`src/rtl/i2c_match_pkg.sv`:
```
package i2c_match_pkg;
  typedef enum logic [2:0] {
    PH_IDLE = 3'd0,
    PH_ADDR = 3'd1,
    PH_ACKW = 3'd2,
    PH_ACK  = 3'd3,
    PH_DATA = 3'd4
  } frame_phase_e;
endpackage

```
`src/rtl/i2c_bus_events.sv`:
```
module i2c_bus_events (
  input  logic clk,
  input  logic rst_n,
  input  logic scl_i,
  input  logic sda_i,
  output logic scl_rise_o,
  output logic scl_fall_o,
  output logic start_o,
  output logic stop_o
);
  logic scl_q, sda_q;

  always_ff @(posedge clk or negedge rst_n) begin
    if (!rst_n) begin
      scl_q <= 1'b1;
      sda_q <= 1'b1;
    end else begin
      scl_q <= scl_i;
      sda_q <= sda_i;
    end
  end

  assign scl_rise_o = scl_i & ~scl_q;
  assign scl_fall_o = ~scl_i & scl_q;
  assign start_o    = scl_i & scl_q & sda_q & ~sda_i;
  assign stop_o     = scl_i & scl_q & ~sda_q & sda_i;
endmodule

```
`src/rtl/i2c_addr_slot.sv`:
```
module i2c_addr_slot #(
  parameter int ADDR_W = 7
) (
  input  logic              clk,
  input  logic              rst_n,
  input  logic              wr_en_i,
  input  logic [ADDR_W-1:0] wr_addr_i,
  input  logic [ADDR_W-1:0] wr_mask_i,
  input  logic              wr_gc_i,
  input  logic [ADDR_W-1:0] rx_addr_i,
  output logic              hit_o
);
  logic [ADDR_W-1:0] addr_q, mask_q;
  logic              gc_q;
  logic              own_hit, gc_hit;

  always_ff @(posedge clk or negedge rst_n) begin
    if (!rst_n) begin
      addr_q <= '0;
      mask_q <= '0;
      gc_q   <= 1'b0;
    end else if (wr_en_i) begin
      addr_q <= wr_addr_i;
      mask_q <= wr_mask_i;
      gc_q   <= wr_gc_i;
    end
  end

  // own address compare: never for a zero slot or a general-call byte
  assign own_hit = (addr_q != '0) && (rx_addr_i != '0) &&
                   (((rx_addr_i ^ addr_q) & ~mask_q) == '0);
  assign gc_hit  = gc_q && (rx_addr_i == '0);
  assign hit_o   = own_hit | gc_hit;


  gc_gate_chk: assert property (@(posedge clk) disable iff (!rst_n)
    (rx_addr_i == '0 && !gc_q) |-> !hit_o);

  zero_slot_chk: assert property (@(posedge clk) disable iff (!rst_n)
    (addr_q == '0 && !gc_q) |-> !hit_o);
endmodule

```
`src/rtl/i2c_addr_frame.sv`:
```
module i2c_addr_frame
  import i2c_match_pkg::*;
#(
  parameter int ADDR_W = 7
) (
  input  logic              clk,
  input  logic              rst_n,
  input  logic              enable_i,
  input  logic              sda_i,
  input  logic              scl_rise_i,
  input  logic              scl_fall_i,
  input  logic              start_i,
  input  logic              stop_i,
  input  logic              ack_en_i,
  input  logic              any_hit_i,
  output logic [ADDR_W-1:0] rx_addr_o,
  output logic              rx_rw_o,
  output logic              cmp_o,
  output logic              ack_drive_o,
  output logic              ack_end_o
);
  localparam int CNT_W = $clog2(ADDR_W + 1);

  frame_phase_e      phase_q;
  logic [CNT_W-1:0]  cnt_q;
  logic [ADDR_W-1:0] shift_q;
  logic              rw_q, cmp_q, ack_lat_q, acked_q, drive_q, end_q;

  always_ff @(posedge clk or negedge rst_n) begin
    if (!rst_n) begin
      phase_q   <= PH_IDLE;
      cnt_q     <= '0;
      shift_q   <= '0;
      rw_q      <= 1'b0;
      cmp_q     <= 1'b0;
      ack_lat_q <= 1'b0;
      acked_q   <= 1'b0;
      drive_q   <= 1'b0;
      end_q     <= 1'b0;
    end else begin
      cmp_q <= 1'b0;
      end_q <= 1'b0;
      if (cmp_q) acked_q <= any_hit_i & ack_lat_q;
      if (!enable_i || stop_i) begin
        phase_q <= PH_IDLE;
        drive_q <= 1'b0;
      end else if (start_i) begin
        phase_q   <= PH_ADDR;
        cnt_q     <= '0;
        ack_lat_q <= ack_en_i;
        drive_q   <= 1'b0;
      end else begin
        unique case (phase_q)
          PH_ADDR: if (scl_rise_i) begin
            if (cnt_q == CNT_W'(ADDR_W)) begin
              rw_q    <= sda_i;
              cmp_q   <= 1'b1;
              phase_q <= PH_ACKW;
            end else begin
              shift_q <= {shift_q[ADDR_W-2:0], sda_i};
              cnt_q   <= cnt_q + 1'b1;
            end
          end
          PH_ACKW: if (scl_fall_i) begin
            drive_q <= acked_q;
            phase_q <= PH_ACK;
          end
          PH_ACK: if (scl_fall_i) begin
            drive_q <= 1'b0;
            end_q   <= 1'b1;
            phase_q <= PH_DATA;
          end
          default: ;
        endcase
      end
    end
  end

  assign rx_addr_o   = shift_q;
  assign rx_rw_o     = rw_q;
  assign cmp_o       = cmp_q;
  assign ack_drive_o = drive_q;
  assign ack_end_o   = end_q;
endmodule

```
`src/rtl/i2c_multi_addr_match.sv`:
```
module i2c_multi_addr_match #(
  parameter int NUM_SLOTS = 4,
  parameter int ADDR_W    = 7,
  localparam int IDX_W    = (NUM_SLOTS > 1) ? $clog2(NUM_SLOTS) : 1,
  localparam int STAT_W   = NUM_SLOTS + 2
) (
  input  logic                 clk,
  input  logic                 rst_n,
  input  logic                 enable_i,
  input  logic                 scl_i,
  input  logic                 sda_i,
  input  logic                 ack_en_i,
  input  logic                 wake_en_i,
  input  logic                 cfg_we_i,
  input  logic [IDX_W-1:0]     cfg_sel_i,
  input  logic [ADDR_W-1:0]    cfg_addr_i,
  input  logic [ADDR_W-1:0]    cfg_mask_i,
  input  logic                 cfg_gc_i,
  input  logic                 stat_we_i,
  input  logic [STAT_W-1:0]    stat_wdata_i,
  output logic                 sda_pull_o,
  output logic [NUM_SLOTS-1:0] match_flags_o,
  output logic [IDX_W-1:0]     match_idx_o,
  output logic                 wake_flag_o,
  output logic                 ack_done_o,
  output logic                 wake_rw_o
);
  localparam int WAKE_BIT = NUM_SLOTS;
  localparam int DONE_BIT = NUM_SLOTS + 1;

  logic scl_rise, scl_fall, start_ev, stop_ev;
  logic [ADDR_W-1:0]    rx_addr;
  logic                 rx_rw, cmp, ack_end;
  logic [NUM_SLOTS-1:0] hit;
  logic [IDX_W-1:0]     low_idx;
  logic                 wake_frame_q;

  i2c_bus_events u_events (
    .clk(clk), .rst_n(rst_n), .scl_i(scl_i), .sda_i(sda_i),
    .scl_rise_o(scl_rise), .scl_fall_o(scl_fall),
    .start_o(start_ev), .stop_o(stop_ev)
  );

  for (genvar g = 0; g < NUM_SLOTS; g++) begin : g_slot
    i2c_addr_slot #(.ADDR_W(ADDR_W)) u_slot (
      .clk(clk), .rst_n(rst_n),
      .wr_en_i(cfg_we_i && (cfg_sel_i == IDX_W'(g))),
      .wr_addr_i(cfg_addr_i), .wr_mask_i(cfg_mask_i), .wr_gc_i(cfg_gc_i),
      .rx_addr_i(rx_addr), .hit_o(hit[g])
    );
  end

  i2c_addr_frame #(.ADDR_W(ADDR_W)) u_frame (
    .clk(clk), .rst_n(rst_n), .enable_i(enable_i), .sda_i(sda_i),
    .scl_rise_i(scl_rise), .scl_fall_i(scl_fall),
    .start_i(start_ev), .stop_i(stop_ev), .ack_en_i(ack_en_i),
    .any_hit_i(|hit), .rx_addr_o(rx_addr), .rx_rw_o(rx_rw),
    .cmp_o(cmp), .ack_drive_o(sda_pull_o), .ack_end_o(ack_end)
  );

  always_comb begin
    low_idx = '0;
    for (int i = NUM_SLOTS - 1; i >= 0; i--)
      if (hit[i]) low_idx = IDX_W'(i);
  end

  always_ff @(posedge clk or negedge rst_n) begin
    if (!rst_n) begin
      match_flags_o <= '0;
      match_idx_o   <= '0;
      wake_flag_o   <= 1'b0;
      ack_done_o    <= 1'b0;
      wake_rw_o     <= 1'b0;
      wake_frame_q  <= 1'b0;
    end else begin
      if (stat_we_i) begin
        match_flags_o <= match_flags_o & ~stat_wdata_i[NUM_SLOTS-1:0];
        if (stat_wdata_i[WAKE_BIT]) wake_flag_o <= 1'b0;
        if (stat_wdata_i[DONE_BIT]) begin
          ack_done_o <= 1'b0;
          wake_rw_o  <= 1'b0;
        end
      end
      if (ack_end) begin
        if (wake_frame_q) ack_done_o <= 1'b1;
        wake_frame_q <= 1'b0;
      end
      if (cmp) begin
        wake_frame_q <= wake_en_i && (|hit);
        if (|hit) begin
          match_flags_o <= (stat_we_i ? (match_flags_o & ~stat_wdata_i[NUM_SLOTS-1:0])
                                      : match_flags_o) | hit;
          match_idx_o   <= low_idx;
          if (wake_en_i) begin
            wake_flag_o <= 1'b1;
            wake_rw_o   <= rx_rw;
          end
        end
      end
    end
  end

  for (genvar f = 0; f < NUM_SLOTS; f++) begin : g_flag_chk

    sticky_flag_chk: assert property (@(posedge clk) disable iff (!rst_n)
      $fell(match_flags_o[f]) |-> $past(stat_we_i && stat_wdata_i[f]));
  end

  pull_on_low_scl_chk: assert property (@(posedge clk) disable iff (!rst_n)
    $rose(sda_pull_o) |-> !scl_i);

  wake_kept_chk: assert property (@(posedge clk) disable iff (!rst_n)
    (stat_we_i && stat_wdata_i[DONE_BIT] && !stat_wdata_i[WAKE_BIT] && wake_flag_o) |=> wake_flag_o);

  done_clears_rw_chk: assert property (@(posedge clk) disable iff (!rst_n)
    $fell(ack_done_o) |-> !wake_rw_o);
endmodule

```
`config.mk`:
```
export PLATFORM = sky130hd
export DESIGN_NAME = i2c_multi_addr_match
export DESIGN_NICKNAME = d
export VERILOG_FILES = /design/src/rtl/i2c_match_pkg.sv /design/src/rtl/i2c_bus_events.sv /design/src/rtl/i2c_addr_slot.sv /design/src/rtl/i2c_addr_frame.sv /design/src/rtl/i2c_multi_addr_match.sv
export SDC_FILE = /design/constraint.sdc
export NUM_CORES = 1
export LEC_CHECK = 0
export CAP_MARGIN = 20
export CORE_ASPECT_RATIO = 1.5
export CORE_MARGIN = 4
export CORE_UTILIZATION = 50
export CTS_BUF_LIST = sky130_fd_sc_hd__clkbuf_8
export DETAILED_ROUTE_END_ITERATION = 6
export PLACE_DENSITY = 0.72
export REMOVE_ABC_BUFFERS = 1
export SETUP_SLACK_MARGIN = 0.15
export SYNTH_ARGS = -nofsm -noshare
export SYNTH_HDL_FRONTEND = slang
export SYNTH_SLANG_ARGS = --single-unit
```
`constraint.sdc`:
```
create_clock -name clk -period 2.4 [get_ports clk]
set_input_delay 0.36 -clock clk [delete_from_list [all_inputs] [get_ports clk]]
set_output_delay 0.36 -clock clk [all_outputs]
set_load 0.05 [all_outputs]
```
==> results.cfg, run 1 <==
[floorplanning]
core_area_mm2 = 0.00806
fp.dieArea_mm2 = 0.00982
start_util = 0.514
die-height_um = 119
die_w_um = 82.3
ios = 42
placementRows = 40

[critical_path]
cp_top_family = compound AO/OA/AOI/OAI gates
regToRegEndpoint = match_idx_o[0]
cp_cell_sequence = xnor2_1, o22ai_1, nor2_1, o211ai_1, nand3_1, a32oi_2, mux2_1
max_stage_delay_ns = 0.52
path_class = reg2reg
crit_path_end_kind = flop
cp.required_ns = 2.65
rrSetupSlack_ns = 0.32
ff2ff_path_depth = 7
startpoint = u_frame.rx_addr_o[4]
crit_buf_inv = 0
r2r_start = u_frame.rx_addr_o[4]
cpMaxStageDelayCell = dfrtp_1
crit_fanout = 7
cp.arrival_ns = 2.34
start_kind = flop

[cts]
cts_tree = built
h-tree-depth = 3
cts.sinks = 91
numCtsBuffers = 9
cts_resized = 0
ctsHoldBuffers = 0
clk_latency_ns = 0.38
postCtsSetupBuffers = 0
path_clk_slew_ns = 0.09
clock_path_buffers = 2
root_buffer = clkbuf_8

[routing]
post_drt_wl_per_cell_um = 18.2
ant_nets = 0
wirelength_um = 8700
drc = 0
vias = 2676
first_pass_iters = 4
drtIter0Drc = 112
viasPerCell = 5.60

[finish]
mostFrequentLayoutCells = 89 x dfrtp_1, 70 x mux2_2, 40 x clkdlybuf4s50_1
area_delta_synth_final_pct = 17.0
nets = 403
num_antenna_cells = 0
drive_above_1_share = 0.268
fin_util = 0.601
layout_commonest_cell = dfrtp_1

[status]
status = completed

[timing]
relSlewSlack = 0.409
finalClockSkew_ns = 0.0118
min_period_ns = 2.08
max_freq_mhz = 480
period_share = 0.867
worst_pin_slew_ns = 0.887
fin_setup_tns_ns = 0
rsz0062_at_grt = false
setup_viol = 0
finalMaxSlewViolations = 0
hold_viol_final = 0
whs_ns = 0.114

[worst_hold_path]
hp-class = in2async

[global_route]
grt_pass1_wl_um = 14000
grt_pass1_vias = 2769
globalRouteOverflowTotal = 0
grt_start_max_net_pins = 72
grtUsageTotal = 0.194
antenna_found_initial = 0

[placed_design]
portBuffers = 41
place_congestion = 0.852
dp_hpwl_um = 6420

[synth]
synth-warning-count = 0
async_flop_share = 1.00
synthCells = 325
synthDistinctLibCells = 40
syn-cell-area_mm2 = 0.00414
synth_edf_count = 0
ys_seq_area_frac = 0.551
synth.avg_cell_area_um2 = 12.7
ys_ff_latch = 91
synth_ff_type = dfrtp_1

[power_and_ir_drop]
peakVddDrop_uv = 393
power_density_mw_per_mm2 = 790
power_leakage_nw = 2.01

[flow_run]
max_cap_violations = 0
-- worst reg2reg max path: cells and delay by family (launching register included) --
family / cells / cell delay, ns
and+or+nand+nor: 2 / 0.27
DFF: 1 / 0.52
xor gates and xnor gates: 1 / 0.19
muxes: 1 / 0.34
AOI/OAI and AO/OA: 3 / 0.65
-- Yosys cell counts, drive strengths merged, types with 2 or more instances --
library cell | n | area, um^2
a21oi | 7 | 35.0
a22o | 5 | 43.8
a31oi | 2 | 12.5
and2 | 2 | 12.5
buf | 7 | 47.5
clkbuf | 7 | 26.3
dfrtp | 89 | 2230
dfstp | 2 | 52.6
ha | 2 | 25.0
inv | 6 | 22.5
mux2 | 71 | 800
nand2 | 21 | 81.3
nand3 | 7 | 35.0
nand3b | 4 | 30.0
nor2 | 8 | 30.0
nor2b | 2 | 12.5
nor3 | 8 | 40.0
nor3b | 2 | 20.0
nor4 | 5 | 46.3
o211ai | 4 | 30.0
o21ai | 9 | 45.0
o22ai | 13 | 81.3
or3 | 2 | 17.5
xnor2 | 30 | 263
-- report_power, final --
part	internal, W	switching (W)
Clock	0.000500	0.000531
Sequential	0.00177	0.000242
Combinational	0.000429	0.000357
-- metal layers --
layer  GRT usage  share of wire  vias to the layer above
met5           0              0                        -
met4      0.0863          0.028                        0
met3      0.0454          0.042                       19
met2       0.331           0.53                       63
met1       0.223           0.40                     1335
li1            -              -                     1259
-- worst max-delay path by stage --
stage | to | depth (start not counted)
global route | match_idx_o[0] | 7
detailed placement | u_frame.rx_addr_o[3] | 5
global placement | u_frame.rx_addr_o[3] | 5
finish | match_idx_o[0] | 7
floorplan | match_idx_o[0] | 5
CTS | match_idx_o[0] | 5
-- cell type report --
cell class / instances / area (um^2)
Clock inverter: 5 / 55.1
Tap cell: 105 / 131
Multi-Input combinational cell: 214 / 1760
Inverter: 6 / 22.5
Sequential cell: 91 / 2280
Clock buffer: 10 / 138
Fill cell: 664 / 3220
Timing Repair Buffer: 47 / 453
-- cells by family (layout without fill, tap and decap cells) --
kind of cell | after synthesis | after routing | share of synthesized area
flops | 91 | 91 | 0.551
mux | 72 | 72 | 0.196
simple gates | 62 | 62 | 0.0801
compound gates | 48 | 48 | 0.0804
xor+xnor | 30 | 30 | 0.0635
buf+inv | 20 | 68 | 0.0233
fa+ha+maj | 2 | 2 | 0.00605
-- stage by stage --
stage                     setup slack, ns  cells  power, W  area, um^2
final                               0.318    478   0.00383        4840
after global routing                0.170    478   0.00403        4840
after CTS                           0.313    478   0.00385        4840
after detailed placement            0.270    463   0.00283        4650
after global placement              0.320    463   0.00280        4650
after floorplan                     0.460    311   0.00252        4060
-- state kept, by name (all words and copies together) (netlist names), 2 cells and up --
name,flops
g_slot.u_slot.addr_q,28
g_slot.u_slot.mask_q,28
u_frame.rx_addr_o,7
g_slot.u_slot.gc_q,4
match_flags_o,4
u_frame.cnt_q,3
u_frame.phase_q,3
match_idx_o,2
Power figures use the tool's default switching activity.
==> run 2, diff against run 1 <==
--- a/config.mk
+++ b/config.mk
@@ -6,12 +6,14 @@
 export NUM_CORES = 1
 export LEC_CHECK = 0
 export CAP_MARGIN = 20
+export CELL_PAD_IN_SITES_DETAIL_PLACEMENT = 1
+export CELL_PAD_IN_SITES_GLOBAL_PLACEMENT = 1
 export CORE_ASPECT_RATIO = 1.5
 export CORE_MARGIN = 4
-export CORE_UTILIZATION = 50
+export CORE_UTILIZATION = 48
 export CTS_BUF_LIST = sky130_fd_sc_hd__clkbuf_8
 export DETAILED_ROUTE_END_ITERATION = 6
-export PLACE_DENSITY = 0.72
+export PLACE_DENSITY_LB_ADDON = 0.1
 export REMOVE_ABC_BUFFERS = 1
 export SETUP_SLACK_MARGIN = 0.15
 export SYNTH_ARGS = -nofsm -noshare
==> results.cfg, run 2 (synthesis results as in run 1) <==
[finish]
layout_commonest_cell = dfrtp_1
nets = 406
mostFrequentLayoutCells = 88 x dfrtp_1, 70 x mux2_2, 40 x clkdlybuf4s50_1
area_delta_synth_final_pct = 19.2
drive_above_1_share = 0.279
num_antenna_cells = 0

[critical_path]
crit_fanout = 8
path_class = reg2reg
crit_path_end_kind = flop
start_kind = flop
cp.required_ns = 2.65
cp.arrival_ns = 2.37
startpoint = u_frame.rx_addr_o[3]
r2r_start = u_frame.rx_addr_o[3]

[placed_design]
place_congestion = 0.838
portBuffers = 41
pre_cts_ws_ns = 0.209
dp_hpwl_um = 7540

[cts]
path_clk_slew_ns = 0.09
cts_tree = built
root_buffer = clkbuf_8
h-tree-depth = 3
clock_path_buffers = 2
clk_latency_ns = 0.37
numCtsBuffers = 9
cts.sinks = 91

[timing]
hold_viol_final = 0
fin_setup_tns_ns = 0
finalMaxSlewViolations = 0
max_freq_mhz = 472
worst_pin_slew_ns = 0.574
rsz0062_at_grt = true
whs_ns = 0.462
period_share = 0.883
min_period_ns = 2.12
finalClockSkew_ns = 0.00963
setup_viol = 0
relSlewSlack = 0.617
setup_ws_ns = 0.280

[routing]
ant_nets = 0
drtIter0Drc = 77
viasPerCell = 5.73
drc = 0
first_pass_iters = 4
wirelength_um = 10300
post_drt_wl_per_cell_um = 21.3
vias = 2774

[global_route]
grt_pass1_vias = 3076
grtUsageTotal = 0.218
antenna_found_initial = 0
grt_start_max_net_pins = 42
grt_pass1_wl_um = 16600
globalRouteOverflowTotal = 0

[power_and_ir_drop]
power_leakage_nw = 2.06
power_w = 0.00407
clkPwrFrac = 0.300
power_frac_seq = 0.496
intPower_w = 0.00287
power_density_mw_per_mm2 = 825
switchingPower_w = 0.00119
peakVddDrop_uv = 499
power_frac_comb = 0.204
swShare = 0.293

[worst_hold_path]
min_from = scl_i
hp-class = in2reg

[floorplanning]
die-height_um = 122
die_w_um = 83.8
fp.dieArea_mm2 = 0.0102
start_util = 0.492
placementRows = 41
ios = 42
core_area_mm2 = 0.00841

[status]
status = completed

[flow_run]
max_cap_violations = 0
[run 2: path summary, 6_finish.rpt]
check | end | slack [ns] | cells after the start
worst min-delay path | u_events.scl_q | 0.46 | 1
worst max-delay path | match_idx_o[0] | 0.28 | 5
worst max register to register | match_idx_o[0] | 0.28 | 5
min in group asynchronous | match_flags_o[2] | 0.53 | 2
worst min register to register | wake_flag_o | 0.49 | 2
max in group asynchronous | u_frame.rx_addr_o[4] | 1.20 | 3
[run 2: timing repair]
action                                 in CTS  in global routing
setup endpoints to repair                   0                  2
resized for setup                           0                  3
endpoints found under the hold margin      37                  0
hold buffers                                1                  0
buffers inserted                            0                  0
[run 2: worst max-delay path: stages, from the launching register on]
cell     delay, ns
dfrtp_1       0.52
nor4_4        0.34
nand2_2       0.16
or3_4         0.38
a32oi_2       0.25
mux2_1        0.34
[run 2: per-layer routing]
layer,global-route usage,up-vias,wire length [um]
met5,0,-,0
met4,0.129,0,380
met3,0.0318,23,268
met2,0.402,54,5680
met1,0.234,1434,3980
li1,-,1263,-
[run 2: layout make-up]
cell class | instances | area (um^2)
fill | 860 | 3480
sequential | 91 | 2280
multi-input combinational | 214 | 1770
timing repair buffer | 50 | 490
clock buffer | 12 | 165
tap | 107 | 134
clock inverter | 4 | 72.6
inverter | 6 | 22.5
[run 2: power by group through the flow]
stage	Sequential [W]	Combinational, W	Clock (W)
6_report	0.00202	0.000831	0.00122
5_1_grt	0.00204	0.000920	0.00131
4_1_cts	0.00202	0.000836	0.00124
3_5_place_dp	0.00205	0.000819	0
3_3_place_gp	0.00204	0.000786	0
2_1_floorplan	0.00194	0.000574	0
[run 2: per-stage QoR]
step           std cells   util  cell area [um^2]
3_5_place_dp         467  0.556              4680
4_1_cts              484  0.586              4930
6_report             484  0.586              4930
3_3_place_gp         467  0.556              4680
5_1_grt              484  0.586              4930
2_1_floorplan        311      -              4060
==> run 3, diff against run 2 <==
--- a/config.mk
+++ b/config.mk
@@ -9,7 +9,6 @@
 export CELL_PAD_IN_SITES_DETAIL_PLACEMENT = 1
 export CELL_PAD_IN_SITES_GLOBAL_PLACEMENT = 1
 export CORE_ASPECT_RATIO = 1.5
-export CORE_MARGIN = 4
 export CORE_UTILIZATION = 48
 export CTS_BUF_LIST = sky130_fd_sc_hd__clkbuf_8
 export DETAILED_ROUTE_END_ITERATION = 6
==> results.cfg, run 3 (synthesis results as in run 1) <==
[global_route]
grt_pass1_wl_um = 16400
grtUsageTotal = 0.253
grt_start_max_net_pins = 42
antenna_found_initial = 0
grt_pass1_vias = 3005
globalRouteOverflowTotal = 0

[routing]
post_drt_wl_per_cell_um = 20.9
wirelength_um = 10100
ant_nets = 0
viasPerCell = 5.61
drtIter0Drc = 93
vias = 2713
drc = 0
first_pass_iters = 4

[critical_path]
start_kind = flop
cp.arrival_ns = 2.38
path_class = reg2reg
regToRegEndpoint = match_idx_o[0]
r2r_start = u_frame.rx_addr_o[4]
rrSetupSlack_ns = 0.28
crit_fanout = 8
ff2ff_path_depth = 5
cp.required_ns = 2.65
crit_path_end_kind = flop

[finish]
nets = 406
layout_commonest_cell = dfrtp_1
area_delta_synth_final_pct = 18.0
drive_above_1_share = 0.276
num_antenna_cells = 0
mostFrequentLayoutCells = 88 x dfrtp_1, 70 x mux2_2, 40 x clkdlybuf4s50_1

[placed_design]
dp_hpwl_um = 7510
portBuffers = 41
place_congestion = 0.855

[floorplanning]
die-height_um = 116
placementRows = 41
fp.dieArea_mm2 = 0.00900
die_w_um = 77.8
core_area_mm2 = 0.00836
ios = 42
start_util = 0.495

[cts]
clock_path_buffers = 2
h-tree-depth = 3
clk_latency_ns = 0.37
numCtsBuffers = 9
path_clk_slew_ns = 0.08
cts_tree = built
cts.sinks = 91
root_buffer = clkbuf_8
postCtsSetupBuffers = 0

[timing]
finalClockSkew_ns = 0.0123
hold_viol_final = 0
setup_viol = 0
max_freq_mhz = 471
rsz0062_at_grt = false
worst_pin_slew_ns = 0.580
period_share = 0.885
whs_ns = 0.475
relSlewSlack = 0.614
finalMaxSlewViolations = 0
min_period_ns = 2.12
fin_setup_tns_ns = 0

[power_and_ir_drop]
power_density_mw_per_mm2 = 792
switchingPower_w = 0.00116
swShare = 0.301
power_leakage_nw = 2.03
peakVddDrop_uv = 752
power_frac_comb = 0.210
power_frac_seq = 0.522
intPower_w = 0.00270
clkPwrFrac = 0.267

[flow_run]
max_cap_violations = 0

[worst_hold_path]
min_path_cells = 1
hp-class = in2reg
min_from = scl_i
hold_end = u_events.scl_q

[status]
status = completed
==> run 3: routing by layer <==
layer  up-vias  GRT usage  routed length [um]
met2        38      0.477                5750
met1      1401      0.282                3980
li1       1264          -                   -
met5         -          0                   0
met3        10     0.0528                 230
met4         0     0.0830                 149
==> run 3: layout make-up <==
type / count / area [um^2]
Fill cell: 846 / 3480
Sequential cell: 91 / 2280
Multi-Input combinational cell: 214 / 1760
Timing Repair Buffer: 50 / 490
Clock buffer: 10 / 138
Tap cell: 107 / 134
Clock inverter: 6 / 56.3
Inverter: 6 / 22.5
==> run 3: repair_timing <==
| item | CTS | global route |
|---|---|---|
| gates resized for setup | 0 | 1 |
| endpoints found under the hold margin | 15 | 0 |
| setup endpoints to repair | 0 | 1 |
| hold buffers | 1 | 0 |
==> run 3: how the worst max path moves through the flow <==
stage,startpoint,end,slack (ns),depth (start not counted)
floorplan,u_frame.rx_addr_o[3],match_idx_o[0],0.46,5
global placement,u_frame.rx_addr_o[3],match_idx_o[0],0.34,5
detailed placement,u_frame.rx_addr_o[3],match_idx_o[0],0.27,5
CTS,u_frame.rx_addr_o[3],match_idx_o[0],0.26,5
global route,u_frame.rx_addr_o[4],match_idx_o[0],0.15,7
finish,u_frame.rx_addr_o[4],match_idx_o[0],0.28,5
==> run 3: power by group through the flow <==
stage | sequential (W) | combinational (W) | clock [W]
finish | 0.00202 | 0.000814 | 0.00103
global route | 0.00204 | 0.000902 | 0.00113
CTS | 0.00202 | 0.000825 | 0.00107
detailed placement | 0.00205 | 0.000816 | 0
global placement | 0.00204 | 0.000784 | 0
floorplan | 0.00194 | 0.000574 | 0
==> run 3: critical path: stages (launching register included) <==
cell and delay [ns]:
dfrtp_1 0.52, nor4_4 0.34, nand2_2 0.16, or3_4 0.38
a32oi_2 0.26, mux2_1 0.36
==> run 3: through the flow <==
stage | total power (W) | worst slack [ns] | instances | utilization | instance area [um^2]
after floorplan | 0.00252 | 0.460 | 311 | - | 4060
after global placement | 0.00283 | 0.340 | 467 | 0.559 | 4680
after detailed placement | 0.00287 | 0.266 | 467 | 0.559 | 4680
after CTS | 0.00391 | 0.255 | 484 | 0.584 | 4880
after global routing | 0.00407 | 0.151 | 484 | 0.584 | 4880
final | 0.00387 | 0.275 | 484 | 0.584 | 4880
